$ cat src/rtl/sdcmd_pkg.sv
package sdcmd_pkg;
   // register offsets whose positions software decodes
   localparam int OFF_CTRL = 'h00;
   localparam int OFF_IDX  = 'h01;
   localparam int OFF_CODE = 'h02;
   localparam int OFF_ARG  = 'h04;
   localparam int OFF_LEN  = 'h0C;
   localparam int OFF_CNT  = 'h0E;
   localparam int OFF_RSP  = 'h10;

   // control byte bit positions
   localparam int CB_START = 0;
   localparam int CB_WDIR  = 2;
   localparam int CB_CLR   = 3;

   typedef enum logic [3:0] {
      KIND_NODATA = 4'd0,
      KIND_WR_ONE = 4'd1,
      KIND_RD_ONE = 4'd2,
      KIND_WR_MUL = 4'd3,
      KIND_RD_MUL = 4'd4,
      KIND_STOP   = 4'd7
   } cmd_kind_e;

   localparam logic [7:0] CODE_LONG = 8'd2;
   localparam logic [7:0] CODE_BUSY = 8'd9;
endpackage

$ cat src/rtl/sdcmd_decode.sv
module sdcmd_decode
   import sdcmd_pkg::*;
(
   input  logic [3:0] kind,
   input  logic [7:0] code,
   output logic       has_data,
   output logic       multi,
   output logic       stop,
   output logic       rsp_busy,
   output logic       rsp_long
);
   always_comb begin
      has_data = 1'b0;
      multi    = 1'b0;
      stop     = 1'b0;
      case (kind)
         KIND_WR_ONE, KIND_RD_ONE: has_data = 1'b1;
         KIND_WR_MUL, KIND_RD_MUL: begin
            has_data = 1'b1;
            multi    = 1'b1;
         end
         KIND_STOP: stop = 1'b1;
         default: ;
      endcase
   end

   assign rsp_busy = (code == CODE_BUSY);
   assign rsp_long = (code == CODE_LONG);
endmodule

$ cat src/rtl/sdcmd_regs.sv
module sdcmd_regs
   import sdcmd_pkg::*;
#(
   parameter int ADDR_W    = 6,
   parameter int ARG_BYTES = 4,
   parameter int LEN_W     = 11
) (
   input  logic                   clk,
   input  logic                   rst_n,
   input  logic                   wr_en,
   input  logic [ADDR_W-1:0]      addr,
   input  logic [7:0]             wdata,
   input  logic                   seq_busy,
   output logic                   start_pulse,
   output logic                   fifo_clr,
   output logic [7:0]             idx,
   output logic [7:0]             code,
   output logic [8*ARG_BYTES-1:0] arg,
   output logic [3:0]             kind,
   output logic                   wdir,
   output logic [LEN_W-1:0]       len_m1,
   output logic [15-LEN_W:0]      len_flags,
   output logic [15:0]            blk_cnt,
   output logic [7:0]             rdata
);
   localparam int CNT_BYTES = 2;

   if (ARG_BYTES < 1 || ARG_BYTES > 4) begin : g_bad_arg
      $error("ARG_BYTES must lie in 1..4");
   end
   if (LEN_W < 9 || LEN_W > 15) begin : g_bad_len
      $error("LEN_W must lie in 9..15");
   end
   if (ADDR_W < 6) begin : g_bad_addr
      $error("ADDR_W must be at least 6");
   end

   logic                   start_q;
   logic [7:0]             idx_q, code_q;
   logic [8*ARG_BYTES-1:0] arg_q;
   logic [3:0]             kind_q;
   logic                   wdir_q;
   logic [15:0]            lenreg_q;
   logic [15:0]            cnt_q;
   logic                   wr_ctrl;

   assign wr_ctrl = wr_en && (addr == ADDR_W'(OFF_CTRL));

   always_ff @(posedge clk or negedge rst_n) begin
      if (!rst_n) begin
         start_q  <= 1'b0;
         idx_q    <= '0;
         code_q   <= '0;
         arg_q    <= '0;
         kind_q   <= '0;
         wdir_q   <= 1'b0;
         lenreg_q <= '0;
         cnt_q    <= '0;
      end else begin
         start_q <= wr_ctrl && wdata[CB_START] && !seq_busy;
         if (wr_ctrl) begin
            kind_q <= wdata[7:4];
            wdir_q <= wdata[CB_WDIR];
         end
         if (wr_en && addr == ADDR_W'(OFF_IDX))  idx_q  <= wdata;
         if (wr_en && addr == ADDR_W'(OFF_CODE)) code_q <= wdata;
         for (int b = 0; b < ARG_BYTES; b++)
            if (wr_en && addr == ADDR_W'(OFF_ARG + b)) arg_q[8*b +: 8] <= wdata;
         for (int b = 0; b < 2; b++)
            if (wr_en && addr == ADDR_W'(OFF_LEN + b)) lenreg_q[8*b +: 8] <= wdata;
         for (int b = 0; b < CNT_BYTES; b++)
            if (wr_en && addr == ADDR_W'(OFF_CNT + b)) cnt_q[8*b +: 8] <= wdata;
      end
   end

   assign fifo_clr    = wr_ctrl && wdata[CB_CLR];
   assign start_pulse = start_q;
   assign idx         = idx_q;
   assign code        = code_q;
   assign arg         = arg_q;
   assign kind        = kind_q;
   assign wdir        = wdir_q;
   assign len_m1      = lenreg_q[LEN_W-1:0];
   assign len_flags   = lenreg_q[15:LEN_W];
   assign blk_cnt     = cnt_q;

   always_comb begin
      rdata = '0;
      if (addr == ADDR_W'(OFF_CTRL)) rdata = {kind_q, 1'b0, wdir_q, 1'b0, start_q};
      if (addr == ADDR_W'(OFF_IDX))  rdata = idx_q;
      if (addr == ADDR_W'(OFF_CODE)) rdata = code_q;
      for (int b = 0; b < ARG_BYTES; b++)
         if (addr == ADDR_W'(OFF_ARG + b)) rdata = arg_q[8*b +: 8];
      for (int b = 0; b < 2; b++)
         if (addr == ADDR_W'(OFF_LEN + b)) rdata = lenreg_q[8*b +: 8];
      for (int b = 0; b < CNT_BYTES; b++)
         if (addr == ADDR_W'(OFF_CNT + b)) rdata = cnt_q[8*b +: 8];
   end
endmodule

$ cat src/rtl/sdcmd_rsp_buf.sv
module sdcmd_rsp_buf #(
   parameter int RSP_BYTES = 16,
   parameter bit ROTATE    = 1'b1,
   localparam int SLOT_W   = $clog2(RSP_BYTES)
) (
   input  logic                   clk,
   input  logic                   rst_n,
   input  logic                   clear,
   input  logic                   restart,
   input  logic                   push,
   input  logic [7:0]             din,
   input  logic [SLOT_W-1:0]      rd_slot,
   output logic [7:0]             rd_byte,
   output logic [8*RSP_BYTES-1:0] flat
);
   if ((1 << SLOT_W) != RSP_BYTES) begin : g_bad_depth
      $error("RSP_BYTES must be a power of two");
   end

   logic [SLOT_W:0]   ld_cnt;
   logic              full;
   logic [SLOT_W-1:0] tgt;
   logic [7:0]        slot_q [RSP_BYTES];

   assign full = (ld_cnt == (SLOT_W+1)'(RSP_BYTES));

   always_ff @(posedge clk or negedge rst_n) begin
      if (!rst_n)                ld_cnt <= '0;
      else if (clear || restart) ld_cnt <= '0;
      else if (push && !full)    ld_cnt <= ld_cnt + 1'b1;
   end

   // slot that receives the byte numbered ld_cnt
   if (ROTATE) begin : g_rot
      assign tgt = ld_cnt[SLOT_W-1:0] + 1'b1;
   end else begin : g_lin
      assign tgt = ld_cnt[SLOT_W-1:0];
   end

   for (genvar s = 0; s < RSP_BYTES; s++) begin : g_slot
      always_ff @(posedge clk or negedge rst_n) begin
         if (!rst_n)                                       slot_q[s] <= '0;
         else if (clear)                                   slot_q[s] <= '0;
         else if (push && !full && tgt == SLOT_W'(s))      slot_q[s] <= din;
      end
      assign flat[8*s +: 8] = slot_q[s];
   end

   assign rd_byte = slot_q[rd_slot];
endmodule

$ cat src/rtl/sdcmd_front.sv
module sdcmd_front
   import sdcmd_pkg::*;
#(
   parameter int ADDR_W    = 6,
   parameter int ARG_BYTES = 4,
   parameter int LEN_W     = 11,
   parameter int RSP_BYTES = 16,
   localparam int SLOT_W   = $clog2(RSP_BYTES)
) (
   input  logic                   clk,
   input  logic                   rst_n,
   input  logic                   reg_wr,
   input  logic [ADDR_W-1:0]      reg_addr,
   input  logic [7:0]             reg_wdata,
   output logic [7:0]             reg_rdata,
   input  logic                   seq_busy,
   output logic                   cmd_start,
   output logic [7:0]             cmd_index,
   output logic [8*ARG_BYTES-1:0] cmd_arg,
   output logic [7:0]             cmd_rsp_code,
   output logic [3:0]             cmd_kind,
   output logic                   cmd_write,
   output logic                   cmd_has_data,
   output logic                   cmd_multi,
   output logic                   cmd_stop,
   output logic                   rsp_busy,
   output logic                   rsp_long,
   output logic [LEN_W-1:0]       blk_len_m1,
   output logic [15-LEN_W:0]      blk_flags,
   output logic [15:0]            blk_count,
   input  logic                   rsp_push,
   input  logic [7:0]             rsp_din
);
   if (RSP_BYTES != 16) begin : g_bad_rsp
      $error("response window holds exactly 16 bytes");
   end

   logic                   fifo_clr;
   logic [7:0]             cfg_rd, rsp_rd;
   logic [8*RSP_BYTES-1:0] rsp_flat;
   logic                   in_rsp;

   sdcmd_regs #(.ADDR_W(ADDR_W), .ARG_BYTES(ARG_BYTES), .LEN_W(LEN_W)) u_regs (
      .clk(clk), .rst_n(rst_n), .wr_en(reg_wr), .addr(reg_addr), .wdata(reg_wdata),
      .seq_busy(seq_busy), .start_pulse(cmd_start), .fifo_clr(fifo_clr),
      .idx(cmd_index), .code(cmd_rsp_code), .arg(cmd_arg), .kind(cmd_kind),
      .wdir(cmd_write), .len_m1(blk_len_m1), .len_flags(blk_flags),
      .blk_cnt(blk_count), .rdata(cfg_rd)
   );

   sdcmd_rsp_buf #(.RSP_BYTES(RSP_BYTES), .ROTATE(1'b1)) u_rsp (
      .clk(clk), .rst_n(rst_n), .clear(fifo_clr), .restart(cmd_start),
      .push(rsp_push), .din(rsp_din), .rd_slot(reg_addr[SLOT_W-1:0]),
      .rd_byte(rsp_rd), .flat(rsp_flat)
   );

   sdcmd_decode u_dec (
      .kind(cmd_kind), .code(cmd_rsp_code), .has_data(cmd_has_data),
      .multi(cmd_multi), .stop(cmd_stop), .rsp_busy(rsp_busy), .rsp_long(rsp_long)
   );

   assign in_rsp    = (reg_addr >= ADDR_W'(OFF_RSP)) && (reg_addr < ADDR_W'(OFF_RSP + RSP_BYTES));
   assign reg_rdata = in_rsp ? rsp_rd : cfg_rd;
endmodule

$ cat config.mk
export PLATFORM = sky130hd
export DESIGN_NAME = sdcmd_front
export DESIGN_NICKNAME = d
export VERILOG_FILES = /design/src/rtl/sdcmd_pkg.sv /design/src/rtl/sdcmd_decode.sv /design/src/rtl/sdcmd_regs.sv /design/src/rtl/sdcmd_rsp_buf.sv /design/src/rtl/sdcmd_front.sv
export SDC_FILE = /design/constraint.sdc
export NUM_CORES = 1
export LEC_CHECK = 0
export ABC_AREA = 1
export BUFFER_PORTS_ARGS = -buffer_cell sky130_fd_sc_hd__buf_2
export CORE_MARGIN = 4
export CORE_UTILIZATION = 45
export DETAILED_ROUTE_END_ITERATION = 7
export MAX_ROUTING_LAYER = met4
export PLACE_DENSITY = 0.66
export SKIP_LAST_GASP = 1
export SYNTH_ARGS = -nofsm -noshare
export SYNTH_HDL_FRONTEND = slang
export SYNTH_SLANG_ARGS = --single-unit
export TNS_END_PERCENT = 20
$ cat constraint.sdc
create_clock -name clk -period 2.02 [get_ports clk]
set_input_delay 0.303 -clock clk [delete_from_list [all_inputs] [get_ports clk]]
set_output_delay 0.303 -clock clk [all_outputs]
set_load 0.01 [all_outputs]
### Yosys cells after proc, flatten, opt, wreduce, memory -nomap -nowiden

Index checks and enable logic that the tools add are counted.
W data, S select, Z words.

| word-level totals | value |
|---|---|
| logic and storage cells | 177 |
| memory bits (read-only) | 0 |
| output and inout port bits | 99 |
| memories | 0 |
| bits of input ports | 27 |
| bits in latches | 0 |
| bits in writable memories | 0 |
| bits in registers | 219 |

| cells by class | value |
|---|---|
| order comparisons | 3 |
| multiply operators | 0 |
| muxes and demuxes | 52 |
| add/subtract/negate cells | 2 |
| bitwise gates (word level) | 1 |
| reduce and logical (&&, ||, !) cells | 56 |
| equal/unequal tests | 33 |
| shift operators | 0 |
| divide/modulo/power cells | 0 |

Operators with widths:

| operator | number |
|---|---|
| $mux W8 | 46 |
| $reduce_bool A2 Y1 | 17 |
| $bmux W8 S4 | 1 |
| $eq A4 B4 Y1 const B | 8 |
| $logic_and A1 B1 Y1 | 32 |
| $eq A4 B3 Y1 const B | 6 |
| $eq A6 B3 Y1 const B | 4 |
| $eq A6 B4 Y1 const B | 4 |
| $eq A4 B2 Y1 const B | 4 |
| $mux W5 | 2 |
| $eq A4 B1 Y1 const B | 2 |
| $eq A8 B2 Y1 const B | 1 |
| $eq A8 B4 Y1 const B | 1 |
| $eq A6 B1 Y1 const B | 1 |
| $eq A6 B2 Y1 const B | 1 |
| $ge A6 B5 Y1 const B | 1 |
| $logic_not A6 Y1 | 1 |
| $lt A6 B6 Y1 const B | 1 |
| $add A5 B1 Y5 const B | 1 |
| $eq A5 B5 Y1 const B | 1 |
| $ge A5 B5 Y1 const B | 1 |
| $not A4 Y5 | 1 |
| $add A4 B1 Y4 const B | 1 |
| $logic_not A4 Y1 | 1 |
| 5 further kinds | 8 |

### Depth between registers and ports, before layout

Gate-level depths: netlist of the first run.

| depth | value |
|---|---|
| depth in word-level cells | 13 |
| mapped depth | 13 |
| mapped depth without buffers | 13 |

### Hierarchy

From an unflattened synthesis of the first run, not the netlist that was laid out.

| unflattened totals | value |
|---|---|
| cells, all modules | 1475 |
| area, all modules | 10970.5 um^2 |

Modules (own cells, without submodules):

| module | area an instance (um^2) | seq. area each (um^2) | cells each | times used |
|---|---|---|---|---|
| sdcmd_rsp_buf | 6777.8 | 3328.2 | 942 | 1 |
| sdcmd_regs | 3952.5 | 2152.1 | 478 | 1 |
| sdcmd_front | 126.4 | 0.0 | 27 | 1 |
| sdcmd_decode | 113.9 | 0.0 | 28 | 1 |

### Least setup slack after synthesis of the first run

Ideal clock, no wire load.

| path | value |
|---|---|
| path type | reg-to-reg |
| start point | register u_rsp.ld_cnt[0] |
| end point | register u_rsp.slot_q, in the netlist u_rsp.flat[112] |
| library setup time | 0.126 ns |
| required time | 1.894 ns |
| stages on the path, launching flop included | 12 |
| data arrival time | 1.742 ns |
| path slack | 0.152 ns |
| path through | dfrtp_1 -> inv_1 -> ha_1 -> nand3_1 -> and2_1 -> buf_2 -> inv_1 -> nor2_1 -> nand2_1 -> nand2_1 -> buf_2 -> o21ai_0 |

| on the way | value |
|---|---|
| cells in the longest elaborated chain, start to end | 5 |
| elaborated cells between the ends (all ways) | 7 |
| classes of those cells | 1 x add/sub; 2 x eq/ne; 4 x reduce/logical |

RTL lines:

| what | line | source |
|---|---|---|
| start: declaration | sdcmd_rsp_buf.sv:20 | `logic [SLOT_W:0] ld_cnt;` |
| start signal: assignment | sdcmd_rsp_buf.sv:30 | `else if (push && !full) ld_cnt <= ld_cnt + 1'b1;` |
| branches (longest 3 deep; another with $add A4 B1 Y4) | n/a |  |
| $logic_and A1 B1 Y1 * | sdcmd_rsp_buf.sv:44 | `else if (push && !full && tgt == SLOT_W'(s)) slot_q[s] <= din;` |
| $reduce_bool A2 Y1 (no source line) * | n/a |  |
| end signal: indexed assignment | sdcmd_rsp_buf.sv:44 |  |
| end: declaration | sdcmd_rsp_buf.sv:23 | `logic [7:0] slot_q [RSP_BYTES];` |

Mark *: on every way between the ends.
A chain may end at the register's enable or synchronous reset.

### Worst setup path in the final report of the first run

| path | value |
|---|---|
| start point | register u_regs.code_q[5], in the netlist u_regs.code[5] |
| end point | output port rsp_long |

| on the way | value |
|---|---|
| cells in the longest elaborated chain, start to end | 1 |

RTL lines:

| what | line | source |
|---|---|---|
| start: declaration | sdcmd_regs.sv:39 | `logic [7:0] idx_q, code_q;` |
| start signal: assignment | sdcmd_regs.sv:66 | `if (wr_en && addr == ADDR_W'(OFF_CODE)) code_q <= wdata;` |
| $eq A8 B2 Y1 | sdcmd_decode.sv:28 | `assign rsp_long = (code == CODE_LONG);` |
| end: declaration | sdcmd_front.sv:27 | `output logic rsp_long,` |

No other way between the ends.

==> summary.txt, run 1 <==
Outcome
  • Status: finished, violations left
  • Failing checks: negative setup slack

STA
  • Tcrit/Tclk final: 1.08
  • Fmax achieved: between 0.4 and 0.5 GHz
  • RSZ-0062 raised after global routing: true
  • Slew Viols, Final: 0
  • Worst-margin pin slew: approximately 0.63 ns
  • Setup violators final: 10
  • Slew headroom: 0.580
  • Tmin final: approximately 2.2 ns
  • Setup tns final: -1.28 ns
  • Final WS setup: -0.166 ns
  • Max Clock Skew: 0.00706 ns
  • Hold Vio Cnt, Final: 0

Power
  • Pwr/cell area: 1150 nW/um2
  • Total Power: approximately 15000 uW
  • Internal power: 10400 uW
  • Peak supply drop: 0.671 mV
  • Gate power share: 0.267
  • Pleak: around 0.0067 uW
  • Switching power: 4890 uW
  • Sw Ratio: 0.319
  • Seq pwr share: 0.428
  • Clock share of power: 0.304

Floorplan
  • Die width: 160 um
  • Core box area: approximately 23000 um2
  • Die Y: between 150 and 200 um
  • FP Rows: 55
  • Die area: 25700 um2
  • IO Count: 126
  • Initial Util: 0.459

Clock tree
  • Clk sink count: 219
  • CTS tree: built
  • CTS root buffer: clkbuf_16
  • Clock slew at reported path FFs: 0.06 ns
  • Max Buffers Root-to-Sink: 3
  • Skew-Pair Late Insertion Delay: 0.51 ns
  • # H-tree levels: 1
  • CTS Buf Count: 24

Setup path
  • Endpoint class of the critical path: output pin
  • CP Data Required Time: 1.72 ns
  • Critical path class: reg -> out
  • Startpoint types: flip-flop
  • Critical path arrival: 1.88 ns
  • Worst reg2reg setup slack: 0.14 ns
  • CP max FO: 4

Synth
  • Synth Cell Area: roughly 10000 um2
  • Post-synth EDFFs: 0
  • Mapped Nets: around 1.3k
  • Asr flop ratio synth: 1.00
  • Synth Area per Inst: 8.10 um2
  • Synth cell types: 30
  • Prevailing post-synth register cell: dfrtp_1
  • Main area contributors after synthesis: dfrtp_1, nand2_1, o21ai_0
  • Synth Register Bits: 219
  • Top-area cell type share of the netlist area: 0.524
  • YS warnings: 0
  • Post-synth top area cell: dfrtp_1
  • Synth cell count leaders: nand2_1, o21ai_0, dfrtp_1, inv_1, o22ai_1
  • Sequential share of the synthesized area: 0.524
  • Count leader, synth: nand2_1
  • Syn Inst Count: 1292

Cells and area
  • Filler cell count in the final layout: 2021
  • Area grow syn2layout: 27.2%
  • # nets final: 1513
  • Multi-input logic area: between 4000 and 5000 um2
  • Seq. cell area: 5480 um2
  • Final Instance Area: 13300 um2
  • Layout cells sized above 1: 0.228
  • Finished Core Util: 0.584

Placement
  • Routability cong.: 0.904
  • Pre-CTS setup slack: -0.109 ns
  • Port-buffer cells: 125
  • Area after DPL: 12200 um2
  • Estimated wirelength of the detail-placed design: 21400 um

Global routing
  • GRT overflow: 0
  • Total GRT Usage: 0.243
  • First-pass GRT wire length: 49400 um
  • Initial antenna violation count: 1
  • Vias in the first global route: about 9k
  • Largest net degree at the start of global routing: 57

Detailed routing
  • DRC errors left: 0
  • Via count: 9427
  • Drt initial violations: 691
  • Post-route ant nets: 0
  • DR vias/cell: 5.21
  • Drt first pass iters: 5
  • Routed WL: ~30000 um
  • WL/cell: 16.8 um

Flow run
  • MaxCap Viol Count: 0

Hold path
  • Hold/Removal Path Class: in -> reg
cell families after synthesis:
kind of cell	synth area share
xor gates and xnor gates	0.00251
DFF	0.524
buffers and inverters	0.103
AOI/OAI and AO/OA	0.165
adders and majority gates	0.00598
and+or+nand+nor	0.200
area by class of cell:
class | instances | area share
inverters | 200 | 0.0564
multi-input cells | 810 | 0.303
flip-flops and latches | 219 | 0.412
clock inverters | 7 | 0.00847
diodes | 1 | 0.000188
well taps | 313 | 0.0294
repair buffers | 226 | 0.134
clock buffers | 35 | 0.0559
per-layer routing:
| metal | track usage | routed length, um | up-vias |
|---|---|---|---|
| li1 | - | - | 4535 |
| met1 | 0.349 | 13500 | 4437 |
| met2 | 0.366 | 13800 | 399 |
| met3 | 0.0316 | 2340 | 56 |
| met4 | 0.0634 | 799 | 0 |
| met5 | - | 0 | - |
timing repair:
item / CTS / global route
resized for setup: 7 / 56
setup endpoints to repair: 10 / 86
hold buffers: 2 / 0
buffers inserted: 6 / 4
hold endpoints to repair: 51 / 0
pin swaps: 13 / 41
critical path: stages, from the launching register on:
cell and delay, ns:
dfrtp_1 0.42, or4_1 0.58, nor4_1 0.19, buf_2 0.18
state kept, by name, summed over array words and instances (netlist names):
signal,flops
u_regs.kind,4
u_regs.start_pulse,1
u_regs.arg,32
u_regs.lenreg_q,16
u_rsp.ld_cnt,5
u_rsp.flat,128
u_regs.idx,8
u_regs.blk_cnt,16
u_regs.wdir,1
u_regs.code,8
metrics by stage:
stage                     cells  hold slack [ns]
after detailed placement   1756            0.267
final                      1811            0.246
after CTS                  1806            0.246
after global placement     1756            0.271
after floorplan            1292          0.00741
after global routing       1811            0.256
power groups by stage:
stage               Sequential, uW  Combinational, uW  Clock, uW
floorplan                     6550               2460          0
global placement              6570               3810          0
detailed placement            6610               3910          0
global route                  6710               4680       4910
finish                        6560               4100       4660
CTS                           6540               3980       4730
cell usage in the layout, fill, tap and decap left out, types with 7 or more instances in the layout:
cell type / count
buf_4: 69
buf_12: 30
inv_2: 15
a21oi_1: 7
nor2_4: 8
nor2_2: 8
nand4_1: 32
clkbuf_16: 25
dfrtp_1: 216
o21ai_0: 216
nand2_1: 342
nor2_1: 35
nand3_1: 8
inv_1: 185
clkbuf_8: 8
o21ai_1: 36
o22ai_1: 59
buf_2: 122
or2_2: 8
nand2_4: 12
nand2_2: 7
worst paths after layout:
path | from | end | depth (start not counted)
max | u_regs.code[5]$_DFFE_PN0P_ | rsp_long | 3
min reg2reg | u_regs.arg[3]$_DFFE_PN0P_ | u_regs.arg[3]$_DFFE_PN0P_ | 2
max reg2reg | u_rsp.ld_cnt[0]$_DFFE_PN0P_ | u_rsp.flat[38]$_DFFE_PN0P_ | 12
min in group asynchronous | rst_n | u_rsp.flat[101]$_DFFE_PN0P_ | 2
min | reg_wdata[1] | u_regs.arg[25]$_DFFE_PN0P_ | 3
max in group asynchronous | rst_n | u_regs.kind[3]$_DFFE_PN0P_ | 3
Note: power is estimated with default switching activity, not from simulation.
==> run 2, diff against run 1 <==
--- a/config.mk
+++ b/config.mk
@@ -11,7 +11,6 @@
 export CORE_UTILIZATION = 45
 export DETAILED_ROUTE_END_ITERATION = 7
 export MAX_ROUTING_LAYER = met4
-export PLACE_DENSITY = 0.66
 export SKIP_LAST_GASP = 1
 export SYNTH_ARGS = -nofsm -noshare
 export SYNTH_HDL_FRONTEND = slang
==> summary.txt, run 2 (same netlist as run 1, synthesis figures left out) <==
Power
  • Gate power share: 0.271 (+0.004)
  • Pwr/cell area: 1140 nW/um2 (-1.4%)
  • Pleak: 0.00658 uW (-1.1%)
  • Peak supply drop: 0.784 mV (+17%)
  • Seq pwr share: 0.440 (+0.012)
  • Sw Ratio: 0.332 (+0.0129)
  • Switching power: 4960 uW (+1.4%)
  • Clock share of power: 0.289 (-0.015)
  • Internal power: 9970 uW (-4.4%)
  • Total Power: 14900 uW (-2.5%)

Setup path
  • CP max stage cell: dfrtp_2
  • Worst Path Buf+Inv: 1 (unchanged)
  • Endpoint class of the critical path: output pin
  • R2R Path End: u_rsp.flat[105]$_DFFE_PN0P_
  • Worst reg2reg setup slack: 0.15 ns (about the same)
  • Most common cell on crit path: nand4_1
  • R2R cell count: 12 (unchanged)
  • Critical path depth: 7 (+4)
  • RR Startpoint: u_rsp.ld_cnt[0]$_DFFE_PN0P_
  • CP max stage delay: 0.45 ns (-0.13 ns)
  • CP max FO: 5 (+1)
  • Critical path arrival: 1.93 ns (+0.05 ns)
  • Top cell family by delay on the critical path: simple AND/OR/NAND/NOR gates
  • Startpoint types: flip-flop
  • CP cell instances: nand2_1 -> nand3_1 -> nor2_1 -> nand4_1 -> o21ai_0 -> nand4_1 -> buf_2
  • Critical path class: reg -> out
  • CP Data Required Time: 1.72 ns (about the same)

Placement
  • Port-buffer cells: 125 (unchanged)
  • Routability cong.: 0.932 (+3.1%)
  • Pre-CTS setup slack: -0.223 ns (-0.113 ns)
  • Estimated wirelength of the detail-placed design: 22300 um (+3.8%)

STA
  • Hold Vio Cnt, Final: 0 (unchanged)
  • Worst hold slack: 0.254 ns (+0.00854 ns)
  • Worst-margin pin slew: 0.559 ns (-0.0698 ns)
  • Setup tns final: -1.44 ns (-0.166 ns)
  • RSZ-0062 raised after global routing: true
  • Final WS setup: -0.212 ns (-0.0462 ns)
  • Slew headroom: 0.627 (+0.0466)
  • Slew Viols, Final: 0 (unchanged)
  • Max Clock Skew: 0.00971 ns (+0.00265 ns)
  • Fmax achieved: 0.448 GHz (-2.1%)
  • Tmin final: 2.23 ns (+0.0462 ns)
  • Setup violators final: 10 (unchanged)
  • Tcrit/Tclk final: 1.11 (+0.0229)

Clock tree
  • CTS root buffer: clkbuf_16
  • CTS tree: built
  • Skew-Pair Late Insertion Delay: 0.52 ns (about the same)
  • CTS Buf Count: 25 (+4.2%)
  • Max Buffers Root-to-Sink: 3 (unchanged)
  • Clk sink count: 219 (unchanged)
  • Clock slew at reported path FFs: 0.06 ns (about the same)
  • # H-tree levels: 1 (unchanged)

Global routing
  • Largest net degree at the start of global routing: 61 (+7.0%)
  • Gr busiest metal: met2
  • Met3 GRT Util: 0.0341 (+0.00257)
  • Total GRT Usage: 0.244 (+0.00166)
  • Global Route met2 Usage: 0.375 (+0.00825)
  • Initial antenna violation count: 1 (unchanged)
  • Met1 Track Usage GR: 0.345 (-0.00366)
  • GRT overflow: 0 (unchanged)
  • First-pass GRT wire length: 49400 um (+0.13%)
  • Vias in the first global route: 8854 (-2.7%)

Floorplan
  • Initial Util: 0.459 (unchanged)
  • FP Rows: 55 (unchanged)
  • Die area: 25700 um2 (unchanged)
  • Core box area: 22800 um2 (unchanged)
  • IO Count: 126 (unchanged)
  • Die Y: 160 um (unchanged)
  • Die width: 160 um (unchanged)

Cells and area
  • Max reg flops: 128 (unchanged)
  • Layout cells sized above 1: 0.229 (+0.00160)
  • Commonest non-fill, non-tap cells in the layout: nand2_1, o21ai_0, dfrtp_1
  • Finished Core Util: 0.577 (-0.00659)
  • # nets final: 1518 (+0.33%)
  • Most common cell after layout, fill and taps aside: nand2_1
  • Area grow syn2layout: 25.7%

Detailed routing
  • Post-route ant nets: 0 (unchanged)
  • Routed WL: 31000 um (+2.1%)
  • DRC errors left: 0 (unchanged)
  • DR vias/cell: 5.14 (-1.3%)
  • Drt first pass iters: 5 (unchanged)
  • WL/cell: 17.1 um (+1.7%)
  • Via count: 9336 (-0.97%)
  • Drt initial violations: 683 (-1.2%)

Outcome
  • Failing checks: negative setup slack
  • Status: finished, violations left

Hold path
  • Worst Hold End: u_regs.blk_cnt[1]$_DFFE_PN0P_
  • Hold/Removal Path Class: in -> reg
  • Worst hold stages: 3 (unchanged)
  • HP Start: reg_wdata[1]

Flow run
  • MaxCap Viol Count: 0 (unchanged)
-- run 2: changes by cell type in the layout (fill, tap and decap cells not counted), sizes merged --
| cell | previous run | this run |
|---|---|---|
| clkinvlp | 1 | 2 |
| inv | 200 | 201 |
| buf | 224 | 227 |
| bufinv | 3 | 0 |
| clkbuf | 35 | 37 |
| clkinv | 3 | 6 |
-- run 2: routing by layer --
layer,vias up,share of wire
li1,4556,-
met1,4381,0.46
met2,348,0.46
met3,51,0.062
met4,0,0.022
met5,-,0
-- run 2: cell type report --
class                           instances  area (um2)
Antenna cell                            1        2.50
Clock buffer                           36         727
Clock inverter                          9        53.8
Fill cell                            2069        9630
Inverter                              200         751
Multi-Input combinational cell        810        4020
Sequential cell                       219        5490
Tap cell                              313         392
Timing Repair Buffer                  230        1720
-- run 2: how the worst max path moves through the flow --
stage	start	end	slack [ns]
after global routing	u_regs.kind[3]$_DFFE_PN0P_	reg_rdata[7]	-0.28
after global placement	reg_addr[1]	reg_rdata[0]	-0.22
after floorplan	u_rsp.ld_cnt[0]$_DFFE_PN0P_	u_rsp.flat[112]$_DFFE_PN0P_	0.15
after CTS	u_regs.kind[3]$_DFFE_PN0P_	reg_rdata[7]	-0.21
after detailed placement	reg_addr[1]	reg_rdata[0]	-0.22
final	u_regs.code[1]$_DFFE_PN0P_	reg_rdata[1]	-0.21
-- run 2: tightest hold or removal path, delay by kind of cell --
| kind | cells | cell delay [ns] |
|---|---|---|
| AOI/OAI and AO/OA | 1 | 0.20 |
| buffers and inverters | 2 | 0.24 |
-- run 2: metrics by stage --
step / area [um2] / std cells
after floorplan: 10500 / 1292
after global placement: 12100 / 1755
after detailed placement: 12100 / 1755
after CTS: 12900 / 1804
after global routing: 13200 / 1818
final: 13200 / 1818
-- run 2: what timing repair did --
action | 4_1_cts | 5_1_grt
cloned | 0 | 0
pin swaps | 9 | 31
hold buffers | 2 | 0
setup endpoints to repair | 10 | 132
endpoints found under the hold margin | 43 | 0
buffers inserted | 2 | 13
gates resized for setup | 13 | 47
-- run 2: power by group through the flow --
stage	logic (uW)	clock network [uW]	registers, uW
finish	4050	4310	6570
floorplan	2460	0	6550
global route	4610	4570	6730
detailed placement	3920	0	6600
global placement	3860	0	6580
CTS	3960	4380	6540
==> run 3, diff against run 2 <==
--- a/config.mk
+++ b/config.mk
@@ -8,9 +8,10 @@
 export ABC_AREA = 1
 export BUFFER_PORTS_ARGS = -buffer_cell sky130_fd_sc_hd__buf_2
 export CORE_MARGIN = 4
-export CORE_UTILIZATION = 45
+export CORE_UTILIZATION = 46
 export DETAILED_ROUTE_END_ITERATION = 7
 export MAX_ROUTING_LAYER = met4
+export PLACE_DENSITY = 0.65
 export SKIP_LAST_GASP = 1
 export SYNTH_ARGS = -nofsm -noshare
 export SYNTH_HDL_FRONTEND = slang
==> constraint.sdc (replaced) <==
create_clock -name clk -period 2.02 [get_ports clk]
set_input_delay 0.303 -clock clk [delete_from_list [all_inputs] [get_ports clk]]
set_output_delay 0.303 -clock clk [all_outputs]
set_load 0.005 [all_outputs]
==> summary.txt, run 3 (same netlist as run 1, synthesis figures left out) <==
Outcome
  • Status: finished, violations left
  • Failing checks: negative setup slack

Cells and area
  • Max reg flops: 128 (unchanged)
  • Layout cells sized above 1: 0.226 (-0.00360)
  • # nets final: 1514 (-0.26%)
  • Commonest non-fill, non-tap cells in the layout: nand2_1, o21ai_0, dfrtp_1
  • Final Instance Area: 13200 um2 (+0.22%)
  • Filler cell count in the final layout: 2016 (-2.6%)
  • Area grow syn2layout: 26.0%
  • Most common cell after layout, fill and taps aside: nand2_1

Clock tree
  • Clock slew at reported path FFs: 0.05 ns (about the same)
  • Clk sink count: 219 (unchanged)
  • # H-tree levels: 1 (unchanged)
  • CTS tree: built
  • Max Buffers Root-to-Sink: 3 (unchanged)
  • Skew-Pair Late Insertion Delay: 0.52 ns (about the same)
  • CTS Buf Count: 25 (unchanged)
  • CTS root buffer: clkbuf_16

Global routing
  • First-pass GRT wire length: 50600 um (+2.3%)
  • Initial antenna violation count: 0 (-1)
  • Largest net degree at the start of global routing: 57 (-6.6%)
  • Total GRT Usage: 0.252 (+0.00827)
  • GRT overflow: 0 (unchanged)
  • Vias in the first global route: 9239 (+4.3%)

Power
  • Pleak: 0.00660 uW (+0.36%)
  • Switching power: 4770 uW (-3.7%)
  • Internal power: 9860 uW (-1.1%)
  • Peak supply drop: 0.647 mV (-18%)
  • Sw Ratio: 0.326 (-0.00586)
  • Pwr/cell area: 1110 nW/um2 (-2.2%)
  • Clock share of power: 0.284 (-0.005)
  • Total Power: 14600 uW (-2.0%)
  • Gate power share: 0.268 (-0.003)
  • Seq pwr share: 0.448 (+0.008)

Setup path
  • CP cell instances: nand4_1 -> nand2_1 -> nor2_2 -> nand4_1 -> nand2_1 -> nand4_1 -> nand2_1 -> nand2_1 -> buf_2
  • Most common cell on crit path: nand2_1
  • CP Data Required Time: 1.72 ns (about the same)
  • Startpoint types: flip-flop
  • CP max stage cell: dfrtp_1
  • Endpoint class of the critical path: output pin
  • CP max stage delay: 0.40 ns (-0.05 ns)
  • Critical path arrival: 1.95 ns (+0.02 ns)
  • CP max FO: 3 (-2)
  • Critical path class: reg -> out

STA
  • Slew headroom: 0.633 (+0.00609)
  • Max Clock Skew: 0.0133 ns (+0.00358 ns)
  • Hold Vio Cnt, Final: 0 (unchanged)
  • Worst-margin pin slew: 0.550 ns (-0.00913 ns)
  • Tmin final: 2.25 ns (+0.0182 ns)
  • Setup violators final: 10 (unchanged)
  • Final WS setup: -0.231 ns (-0.0182 ns)
  • Setup tns final: -1.19 ns (+0.250 ns)
  • Fmax achieved: 0.444 GHz (-0.81%)
  • Tcrit/Tclk final: 1.11 (+0.00902)
  • Slew Viols, Final: 0 (unchanged)
  • RSZ-0062 raised after global routing: true
  • Worst hold slack: 0.284 ns (+0.0299 ns)

Detailed routing
  • Routed WL: 31700 um (+2.0%)
  • DRC errors left: 0 (unchanged)
  • Drt initial violations: 869 (+27%)
  • Via count: 9511 (+1.9%)
  • DR vias/cell: 5.34 (+4.0%)
  • WL/cell: 17.8 um (+4.2%)
  • Post-route ant nets: 0 (unchanged)
  • Drt first pass iters: 6 (+1)

Placement
  • Routability cong.: 0.897 (-3.8%)
  • Pre-CTS setup slack: -0.180 ns (+0.0429 ns)
  • Estimated wirelength of the detail-placed design: 21900 um (-1.5%)
  • Area after DPL: 12100 um2 (about the same)
  • Port-buffer cells: 125 (unchanged)

Hold path
  • Hold/Removal Path Class: in -> reg

Floorplan
  • Die Y: 159 um (-1.0%)
  • IO Count: 126 (unchanged)
  • Die width: 159 um (-1.0%)
  • Initial Util: 0.473 (+0.0142)
  • Core box area: 22100 um2 (-3.0%)
  • Die area: 25200 um2 (-2.1%)
  • FP Rows: 54 (-1.8%)

Flow run
  • MaxCap Viol Count: 0 (unchanged)
[run 3: power groups by stage]
| stage | Clock (uW) | Sequential (uW) | Combinational (uW) |
|---|---|---|---|
| floorplan | 0 | 6460 | 2450 |
| global placement | 0 | 6560 | 3690 |
| detailed placement | 0 | 6600 | 3760 |
| CTS | 4210 | 6540 | 3810 |
| global route | 4410 | 6720 | 4490 |
| finish | 4150 | 6560 | 3920 |
[run 3: repair_timing]
item | CTS | global route
gates cloned | 0 | 2
pin swaps | 2 | 31
endpoints found under the hold margin | 52 | 0
endpoints found under the setup margin | 10 | 117
hold buffers | 2 | 0
gates resized for setup | 3 | 69
setup buffers | 2 | 6
[run 3: worst max-delay path: cells and delay by family, from the launching register on]
kind / cells / cell delay, ns
flip-flops: 1 / 0.40
AND/OR/NAND/NOR: 8 / 0.92
buffers and inverters: 1 / 0.13
[run 3: area by class of cell]
type | count | area (um2) | share of cell area
Sequential cell | 219 | 5490 | 0.416
Multi-Input combinational cell | 810 | 4070 | 0.309
Timing Repair Buffer | 226 | 1770 | 0.134
Inverter | 200 | 751 | 0.0570
Clock buffer | 35 | 703 | 0.0534
Tap cell | 280 | 350 | 0.0266
Clock inverter | 7 | 42.5 | 0.00323
Antenna cell | 3 | 7.51 | 0.000570
[run 3: metal layers]
metal	vias up	share of wire	GRT usage
li1	4537	-	-
met1	4551	0.45	0.366
met2	366	0.45	0.385
met3	57	0.067	0.0303
met4	0	0.023	0.0588
met5	-	0	-
[run 3: final timing paths]
check                                       startpoint                            to  slack [ns]  cells after the start
min reg2reg                 u_regs.arg[11]$_DFFE_PN0P_    u_regs.arg[11]$_DFFE_PN0P_        0.51                      2
min                                             reg_wr  u_regs.start_pulse$_DFF_PN0_        0.28                      4
max in group asynchronous                        rst_n    u_regs.kind[2]$_DFFE_PN0P_        1.08                      3
min in group asynchronous                        rst_n    u_rsp.flat[94]$_DFFE_PN0P_        0.30                      2
max reg2reg                u_rsp.ld_cnt[0]$_DFFE_PN0P_     u_rsp.flat[9]$_DFFE_PN0P_        0.12                     11
max                          u_regs.idx[7]$_DFFE_PN0P_                  reg_rdata[7]       -0.23                      9
[run 3: metrics by stage]
| stage | util | cells |
|---|---|---|
| 2_1_floorplan | - | 1292 |
| 3_3_place_gp | 0.547 | 1723 |
| 3_5_place_dp | 0.547 | 1723 |
| 4_1_cts | 0.583 | 1769 |
| 5_1_grt | 0.596 | 1777 |
| 6_report | 0.597 | 1780 |
